==> config.mk <==
export PLATFORM = sky130hd
export DESIGN_NAME = sinc5_decim
export DESIGN_NICKNAME = d
export VERILOG_FILES = /design/src/rtl/sdec_pkg.sv /design/src/rtl/sdec_integ.sv /design/src/rtl/sdec_comb.sv /design/src/rtl/sdec_section.sv /design/src/rtl/sinc5_decim.sv
export SDC_FILE = /design/constraint.sdc
export NUM_CORES = 1
export LEC_CHECK = 0
export ABC_CLOCK_PERIOD_IN_PS = 12440
export BUFFER_PORTS_ARGS = -buffer_cell sky130_fd_sc_hd__buf_2
export CAP_MARGIN = 20
export CORE_AREA = 2 2 289 291
export CTS_CLUSTER_DIAMETER = 30
export CTS_CLUSTER_SIZE = 24
export DETAILED_ROUTE_END_ITERATION = 10
export DIE_AREA = 0 0 291 293
export PLACE_DENSITY = 0.64
export SYNTH_ARGS = -nofsm -noshare
export SYNTH_HDL_FRONTEND = slang
export SYNTH_SLANG_ARGS = --single-unit
export TNS_END_PERCENT = 30
==> constraint.sdc <==
create_clock -name clk -period 12.44 [get_ports clk]
set_clock_uncertainty 0.2 [all_clocks]
set_input_delay 1.866 -clock clk [delete_from_list [all_inputs] [get_ports clk]]
set_output_delay 1.866 -clock clk [all_outputs]
set_load 0.1 [all_outputs]
==> src/rtl/sdec_pkg.sv <==
package sdec_pkg;
   timeunit 1ns;
   timeprecision 100ps;

   // Section chain, in processing order: order and decimation of each stage.
   localparam int NSEC = 4;
   localparam int SEC_ORD [NSEC] = '{3, 2, 3, 5};
   localparam int SEC_DEC [NSEC] = '{2, 2, 4, 5};

   // Width of the data entering section `upto` (upto == NSEC gives the output width).
   function automatic int sec_width(input int in_w, input int upto);
      int w;
      w = in_w;
      for (int k = 0; k < upto; k++) w += SEC_ORD[k] * $clog2(SEC_DEC[k]);
      return w;
   endfunction

   function automatic int total_dec();
      int d;
      d = 1;
      for (int k = 0; k < NSEC; k++) d *= SEC_DEC[k];
      return d;
   endfunction

   // Length minus one of the composite impulse response at the input rate.
   function automatic int resp_span();
      int s;
      int dc;
      s  = 0;
      dc = 1;
      for (int k = 0; k < NSEC; k++) begin
         s  += SEC_ORD[k] * (SEC_DEC[k] - 1) * dc;
         dc *= SEC_DEC[k];
      end
      return s;
   endfunction
endpackage

==> src/rtl/sdec_integ.sv <==
module sdec_integ #(
   parameter int ORDER = 3,
   parameter int W     = 8
) (
   input  logic                clk,
   input  logic                rst,
   input  logic                en,
   input  logic signed [W-1:0] din,
   output logic signed [W-1:0] tail_next
);
   timeunit 1ns;
   timeprecision 100ps;

   if (ORDER < 1) begin : g_bad_order
      $error("sdec_integ: ORDER must be at least 1");
   end

   logic signed [W-1:0] acc [ORDER];
   logic signed [W-1:0] nxt [ORDER];

   // Cascade of accumulators; each sees the freshly updated value of the one before.
   always_comb begin
      nxt[0] = acc[0] + din;
      for (int k = 1; k < ORDER; k++) nxt[k] = acc[k] + nxt[k-1];
   end

   always_ff @(posedge clk) begin
      if (rst) begin
         for (int k = 0; k < ORDER; k++) acc[k] <= '0;
      end else if (en) begin
         for (int k = 0; k < ORDER; k++) acc[k] <= nxt[k];
      end
   end

   assign tail_next = nxt[ORDER-1];

   // without a strobe the accumulator state must not move
   p_integ_hold_r4: assert property (@(posedge clk) disable iff (rst)
      !en |=> $stable(acc[ORDER-1]));
endmodule

==> src/rtl/sdec_comb.sv <==
module sdec_comb #(
   parameter int ORDER = 3,
   parameter int W     = 8
) (
   input  logic                clk,
   input  logic                rst,
   input  logic                en,
   input  logic signed [W-1:0] din,
   output logic signed [W-1:0] dout,
   output logic                dout_vld
);
   timeunit 1ns;
   timeprecision 100ps;

   if (ORDER < 1) begin : g_bad_order
      $error("sdec_comb: ORDER must be at least 1");
   end

   logic signed [W-1:0] dly  [ORDER];
   logic signed [W-1:0] diff [ORDER];

   always_comb begin
      diff[0] = din - dly[0];
      for (int k = 1; k < ORDER; k++) diff[k] = diff[k-1] - dly[k];
   end

   always_ff @(posedge clk) begin
      if (rst) begin
         for (int k = 0; k < ORDER; k++) dly[k] <= '0;
         dout     <= '0;
         dout_vld <= 1'b0;
      end else begin
         dout_vld <= en;
         if (en) begin
            dly[0] <= din;
            for (int k = 1; k < ORDER; k++) dly[k] <= diff[k-1];
            dout <= diff[ORDER-1];
         end
      end
   end

   // the comb output register only moves on its own decimated strobe
   p_comb_hold_r9: assert property (@(posedge clk) disable iff (rst)
      !en |=> $stable(dout));
endmodule

==> src/rtl/sdec_section.sv <==
module sdec_section #(
   parameter int ORDER = 3,
   parameter int RATIO = 2,
   parameter int IN_W  = 4,
   parameter int OUT_W = IN_W + ORDER * $clog2(RATIO)
) (
   input  logic                    clk,
   input  logic                    rst,
   input  logic signed [IN_W-1:0]  din,
   input  logic                    din_vld,
   output logic signed [OUT_W-1:0] dout,
   output logic                    dout_vld
);
   timeunit 1ns;
   timeprecision 100ps;

   localparam int PH_W = $clog2(RATIO);

   if (RATIO < 2) begin : g_bad_ratio
      $error("sdec_section: RATIO must be at least 2");
   end
   if (OUT_W < IN_W + ORDER * $clog2(RATIO)) begin : g_bad_width
      $error("sdec_section: OUT_W too narrow for exact wrapped arithmetic");
   end

   logic [PH_W-1:0]         phase;
   logic                    dec_en;
   logic signed [OUT_W-1:0] din_x;
   logic signed [OUT_W-1:0] integ_tail;

   assign din_x  = OUT_W'(din);
   assign dec_en = din_vld && (phase == PH_W'(RATIO - 1));

   always_ff @(posedge clk) begin
      if (rst)          phase <= '0;
      else if (dec_en)  phase <= '0;
      else if (din_vld) phase <= phase + 1'b1;
   end

   sdec_integ #(.ORDER(ORDER), .W(OUT_W)) u_integ (
      .clk       (clk),
      .rst       (rst),
      .en        (din_vld),
      .din       (din_x),
      .tail_next (integ_tail)
   );

   sdec_comb #(.ORDER(ORDER), .W(OUT_W)) u_comb (
      .clk      (clk),
      .rst      (rst),
      .en       (dec_en),
      .din      (integ_tail),
      .dout     (dout),
      .dout_vld (dout_vld)
   );

   // the phase counter restarts after every decimated sample
   p_phase_wrap_r2: assert property (@(posedge clk) disable iff (rst)
      dec_en |=> (phase == '0));
   // idle cycles leave the decimation phase untouched
   p_phase_idle_r4: assert property (@(posedge clk) disable iff (rst)
      !din_vld |=> $stable(phase));
   // a section never emits on two consecutive cycles
   p_vld_gap_r2: assert property (@(posedge clk) disable iff (rst)
      dout_vld |=> !dout_vld);
endmodule

==> src/rtl/sinc5_decim.sv <==
module sinc5_decim
   import sdec_pkg::*;
#(
   parameter int  IN_W  = 4,
   localparam int OUT_W = sec_width(IN_W, NSEC)
) (
   input  logic                    clk,
   input  logic                    rst,
   input  logic signed [IN_W-1:0]  din,
   input  logic                    din_vld,
   output logic signed [OUT_W-1:0] dout,
   output logic                    dout_vld,
   output logic                    dout_settled
);
   timeunit 1ns;
   timeprecision 100ps;

   localparam int DEC    = total_dec();
   localparam int SPAN   = resp_span();
   localparam int SETTLE = SPAN / DEC;
   localparam int CNT_W  = $clog2(SETTLE + 1);

   if (IN_W < 1 || IN_W > 16) begin : g_bad_in_w
      $error("sinc5_decim: IN_W must lie in 1..16");
   end
   if (SETTLE < 1) begin : g_bad_settle
      $error("sinc5_decim: response shorter than one output period");
   end

   for (genvar k = 0; k < NSEC; k++) begin : g_sec
      localparam int WI = sec_width(IN_W, k);
      localparam int WO = sec_width(IN_W, k + 1);
      logic signed [WI-1:0] s_din;
      logic                 s_vin;
      logic signed [WO-1:0] s_dout;
      logic                 s_vout;

      if (k == 0) begin : g_head
         assign s_din = din;
         assign s_vin = din_vld;
      end else begin : g_link
         assign s_din = g_sec[k-1].s_dout;
         assign s_vin = g_sec[k-1].s_vout;
      end

      sdec_section #(
         .ORDER (SEC_ORD[k]),
         .RATIO (SEC_DEC[k]),
         .IN_W  (WI),
         .OUT_W (WO)
      ) u_sec (
         .clk      (clk),
         .rst      (rst),
         .din      (s_din),
         .din_vld  (s_vin),
         .dout     (s_dout),
         .dout_vld (s_vout)
      );
   end

   assign dout     = g_sec[NSEC-1].s_dout;
   assign dout_vld = g_sec[NSEC-1].s_vout;

   // Count output words up to the settling point, then hold.
   logic [CNT_W-1:0] n_out;

   always_ff @(posedge clk) begin
      if (rst)                                       n_out <= '0;
      else if (dout_vld && n_out != CNT_W'(SETTLE))  n_out <= n_out + 1'b1;
   end

   assign dout_settled = dout_vld && (n_out == CNT_W'(SETTLE));

   // the first cycle out of reset shows a cleared output
   p_reset_quiet_r1: assert property (@(posedge clk) disable iff (rst)
      $past(rst) |-> (!dout_vld && dout == '0 && !dout_settled));
   // the settled tag only accompanies a real output word
   p_settle_tag_r6: assert property (@(posedge clk) disable iff (rst)
      dout_settled |-> dout_vld);
endmodule

==> flow_metrics.py <==
metrics = {
    "final_layout": {
        "most_common_cell_after_layout_fill_and_taps_aside": "buf_4",
        "flow.area_growth_from_synthesis_pct": 35.0,
        "layout.filler_cells": 6360,
        "highest_count_cells_in_the_layout_ignoring_fill_and_taps": "651 x buf_4, 468 x edfxtp_1, 465 x inv_1, 402 x ha_1, 310 x nor2_1",
        "design.final.nets": 5318,
        "final_core_util": 0.644,
        "proportion_of_layout_cells_with_a_drive_suffix_above_1": 0.264,
        "final_cells": 6025,
        "layout.cell_area.non_filler_mm2": 0.0527,
    },
    "detailed_routing": {
        "wl_met3_um": 4520,
        "met1_length_um": 45100,
        "num_vias": 31200,
        "wl_per_cell_um": 15.3,
        "detailedRoute.firstIterationViolations": 1742,
        "route.antenna.remaining_nets": 0,
        "maxUsedRoutingLayer": "met5",
        "drt_first_pass_iters": 5,
        "drc": 0,
        "avgViaCountPerCell": 5.18,
        "wl_met2_um": 40400,
        "drt-total-wl_um": 92000,
    },
    "hold_path": {
        "worst_hold_path.endpoint": "g_sec[3].u_sec.u_comb.dout[27]",
        "whs_path_depth": 2,
        "hold_path.class": "reg2reg",
        "worstHoldStart": "g_sec[3].u_sec.u_comb.dout[27]",
    },
    "worst_setup_path": {
        "critPathLaunchType": "flip-flop",
        "worstReg2RegStart": "g_sec[3].u_sec.u_integ.acc[0][0]",
        "worstPathRequired_ns": 12.81,
        "critical_path_peak_fanout": 5,
        "timing.reg2reg.setup_slack_ns": -0.44,
        "worst_r2r_path_cells": 69,
        "slowest_stage_cell_cp": "edfxtp_1",
        "worstReg2RegEnd": "g_sec[3].u_sec.u_comb.dout[29]",
        "timing.setup.critical_path_class": "reg2reg",
        "cp-end-kind": "flip-flop",
        "critical_path_arrival_ns": 13.25,
        "cpMostUsedCell": "ha_1",
        "cpPeakStageDelay_ns": 0.40,
    },
    "placed_design": {
        "placement.cell_area_mm2": 0.0447,
        "port_buffers": 38,
        "gp_congestion": 0.876,
        "dp.final_hpwl_um": 62900,
        "placed_cells_incl_taps": 5672,
    },
    "floorplanning": {
        "floorplan.die.width_um": 291,
        "die_h_um": 293,
        "core_region_area_mm2": 0.0818,
        "number_of_placed_i_o_pins": 39,
        "floorplan.die_area_mm2": 0.0853,
        "fp-row-count": 105,
        "starting_density": 0.477,
    },
    "clocking": {
        "cts.path.max_buffers": 3,
        "clock_tree.htree_level_count": 4,
        "clock_sinks": 543,
        "cts_tree": "done",
        "path_clk_slew_ns": 0.04,
        "cts-root-buf": "clkbuf_16",
        "numCtsBuffers": 146,
        "clock_insertion_delay_worst_skew_ns": 0.74,
    },
    "sta": {
        "rsz_0062_raised_after_global_routing": "true",
        "maximum_operating_frequency_ghz": 0.0776,
        "worst_slew_pin_slew_ns": 1.09,
        "final_period_minus_worst_setup_slack_ns": 12.88,
        "final_critical_path_setup_slack_ns": -0.442,
        "slew_violations": 0,
        "setup_viol_count_final": 7,
        "post-route-period-util": 1.04,
        "max_slew_margin": 0.275,
        "final_hold_vio_count": 0,
    },
    "synthesis": {
        "post_synthesis_sequential_area_ratio": 0.398,
        "number_of_distinct_library_cells_after_synthesis": 88,
        "synth.yosys.warnings": 0,
        "syn-num-nets": 4533,
        "number_of_synthesized_register_bits": 543,
        "avgSynthCellArea_um2": 9.65,
        "syn-instance-count": 4047,
        "synth-main-ff-cell": "edfxtp_1",
        "async_flop_share": 0,
        "mappedNetlistArea_mm2": 0.0390,
        "synth-edff-count": 468,
    },
    "global_route": {
        "number_of_antenna_violations_at_the_first_check_in_global_routing": 4,
        "grt_max_degree": 112,
        "vias_in_the_first_global_route": 30400,
        "grt_usage": 0.210,
        "grt-ovfl-total": 0,
        "grt_pass1_wl_um": 148000,
    },
    "job": {
        "cap_viol_max_count": 0,
    },
    "run_status": {
        "failed_checks": "setup timing",
        "outcome": "finished with violations",
    },
}
timing repair:
action / in CTS / in global routing
hold buffers: 0 / 0
buffers inserted: 38 / 45
resized for setup: 171 / 283
endpoints found under the setup margin: 16 / 21
pin swaps: 115 / 159
state kept, by name (all words and copies together), names as in the netlist:
name and flops:
g_sec.u_sec.phase 7, g_sec.u_sec.u_integ.acc 234, g_sec.u_sec.u_comb.dout 61, g_sec.u_sec.u_comb.dly 234, n_out 3, g_sec.u_sec.u_comb.dout_vld 4
worst max path at each step:
stage	endpoint	slack, ns	depth (start not counted)	startpoint
after floorplan	g_sec[3].u_sec.u_comb.dout[29]	0.02	65	g_sec[3].u_sec.u_integ.acc[0][0]
after global placement	g_sec[3].u_sec.u_comb.dout[29]	-0.76	70	g_sec[2].u_sec.u_comb.dout[0]
after detailed placement	g_sec[3].u_sec.u_comb.dout[28]	-1.16	69	g_sec[2].u_sec.u_comb.dout[0]
after CTS	g_sec[3].u_sec.u_comb.dout[29]	-0.20	70	g_sec[3].u_sec.u_integ.acc[0][0]
after global routing	g_sec[3].u_sec.u_comb.dout[29]	-1.21	68	g_sec[3].u_sec.u_integ.acc[0][0]
final	g_sec[3].u_sec.u_comb.dout[29]	-0.44	69	g_sec[3].u_sec.u_integ.acc[0][0]
cell usage after synthesis (5+ instances only):
library cell / number / area, µm²
a2111oi_0: 6 / 52.6
clkbuf_1: 61 / 229
xor2_1: 129 / 1130
or2_2: 17 / 106
a31oi_1: 13 / 81.3
nor4_1: 10 / 62.6
a31o_2: 5 / 43.8
or3_1: 13 / 81.3
o211ai_1: 7 / 52.6
a21oi_1: 318 / 1590
nor2b_1: 52 / 325
inv_1: 471 / 1770
o22ai_1: 5 / 31.3
o21bai_1: 74 / 556
a211oi_1: 15 / 113
o31a_1: 10 / 87.6
nand2_1: 193 / 724
mux2i_1: 6 / 60.1
a221oi_1: 5 / 43.8
nand4_1: 15 / 93.8
o21a_1: 46 / 345
ha_1: 453 / 5670
a311oi_1: 5 / 43.8
a21o_1: 128 / 961
a22o_1: 6 / 52.6
fa_1: 26 / 521
dfxtp_1: 75 / 1500
o21ai_1: 23 / 115
a41oi_1: 7 / 61.3
a21boi_0: 24 / 180
and2_1: 297 / 1860
o21ai_0: 203 / 1020
and3_1: 33 / 206
edfxtp_1: 468 / 14100
nand2b_1: 52 / 325
nand3_1: 45 / 225
a211o_1: 8 / 70.1
o31ai_1: 13 / 97.6
nor3_1: 50 / 250
xnor2_1: 257 / 2250
nor2_1: 326 / 1220
routing by layer:
metal,vias to the layer above,track usage
met5,-,0
met4,4,0.0639
met3,156,0.0452
met2,553,0.321
met1,14700,0.299
li1,15800,-
layout make-up:
class,count,area [µm²],area share
Timing Repair Buffer,701,5220,0.0990
Tap cell,1070,1340,0.0254
Inverter,472,1780,0.0337
Antenna cell,2,5.00,0.0000949
Multi-Input combinational cell,2968,23800,0.451
Sequential cell,543,15600,0.295
Clock buffer,183,3990,0.0757
Clock inverter,86,1060,0.0201
critical path, delay by kind of cell, from the launching register on:
family                   cells  cell delay [ns]
XOR/XNOR                    10             1.65
adder cells (fa/ha/maj)     11             3.01
buffers and inverters        4             0.41
AND/OR/NAND/NOR             17             2.16
flip-flops                   1             0.40
AO/OA/AOI/OAI               27             4.92
kinds of logic after synthesis:
logic type	count (synthesis)	synth area share
mux	6	0.00154
xor+xnor	392	0.0899
compound gates	967	0.155
flops	543	0.398
buf+inv	536	0.0519
fa+ha+maj	479	0.158
simple gates	1124	0.145
per-stage QoR:
step           setup TNS, ns  worst slack, ns  hold slack, ns
2_1_floorplan              0           0.0184           0.232
3_3_place_gp           -4.06           -0.761           0.230
3_5_place_dp           -8.71            -1.16           0.237
4_1_cts               -0.575           -0.203           0.244
5_1_grt                -7.79            -1.21           0.276
6_report               -1.52           -0.442           0.241
Power is not shown: default switching activity piles up to over one toggle a cycle in this logic, so the estimate is an artifact.
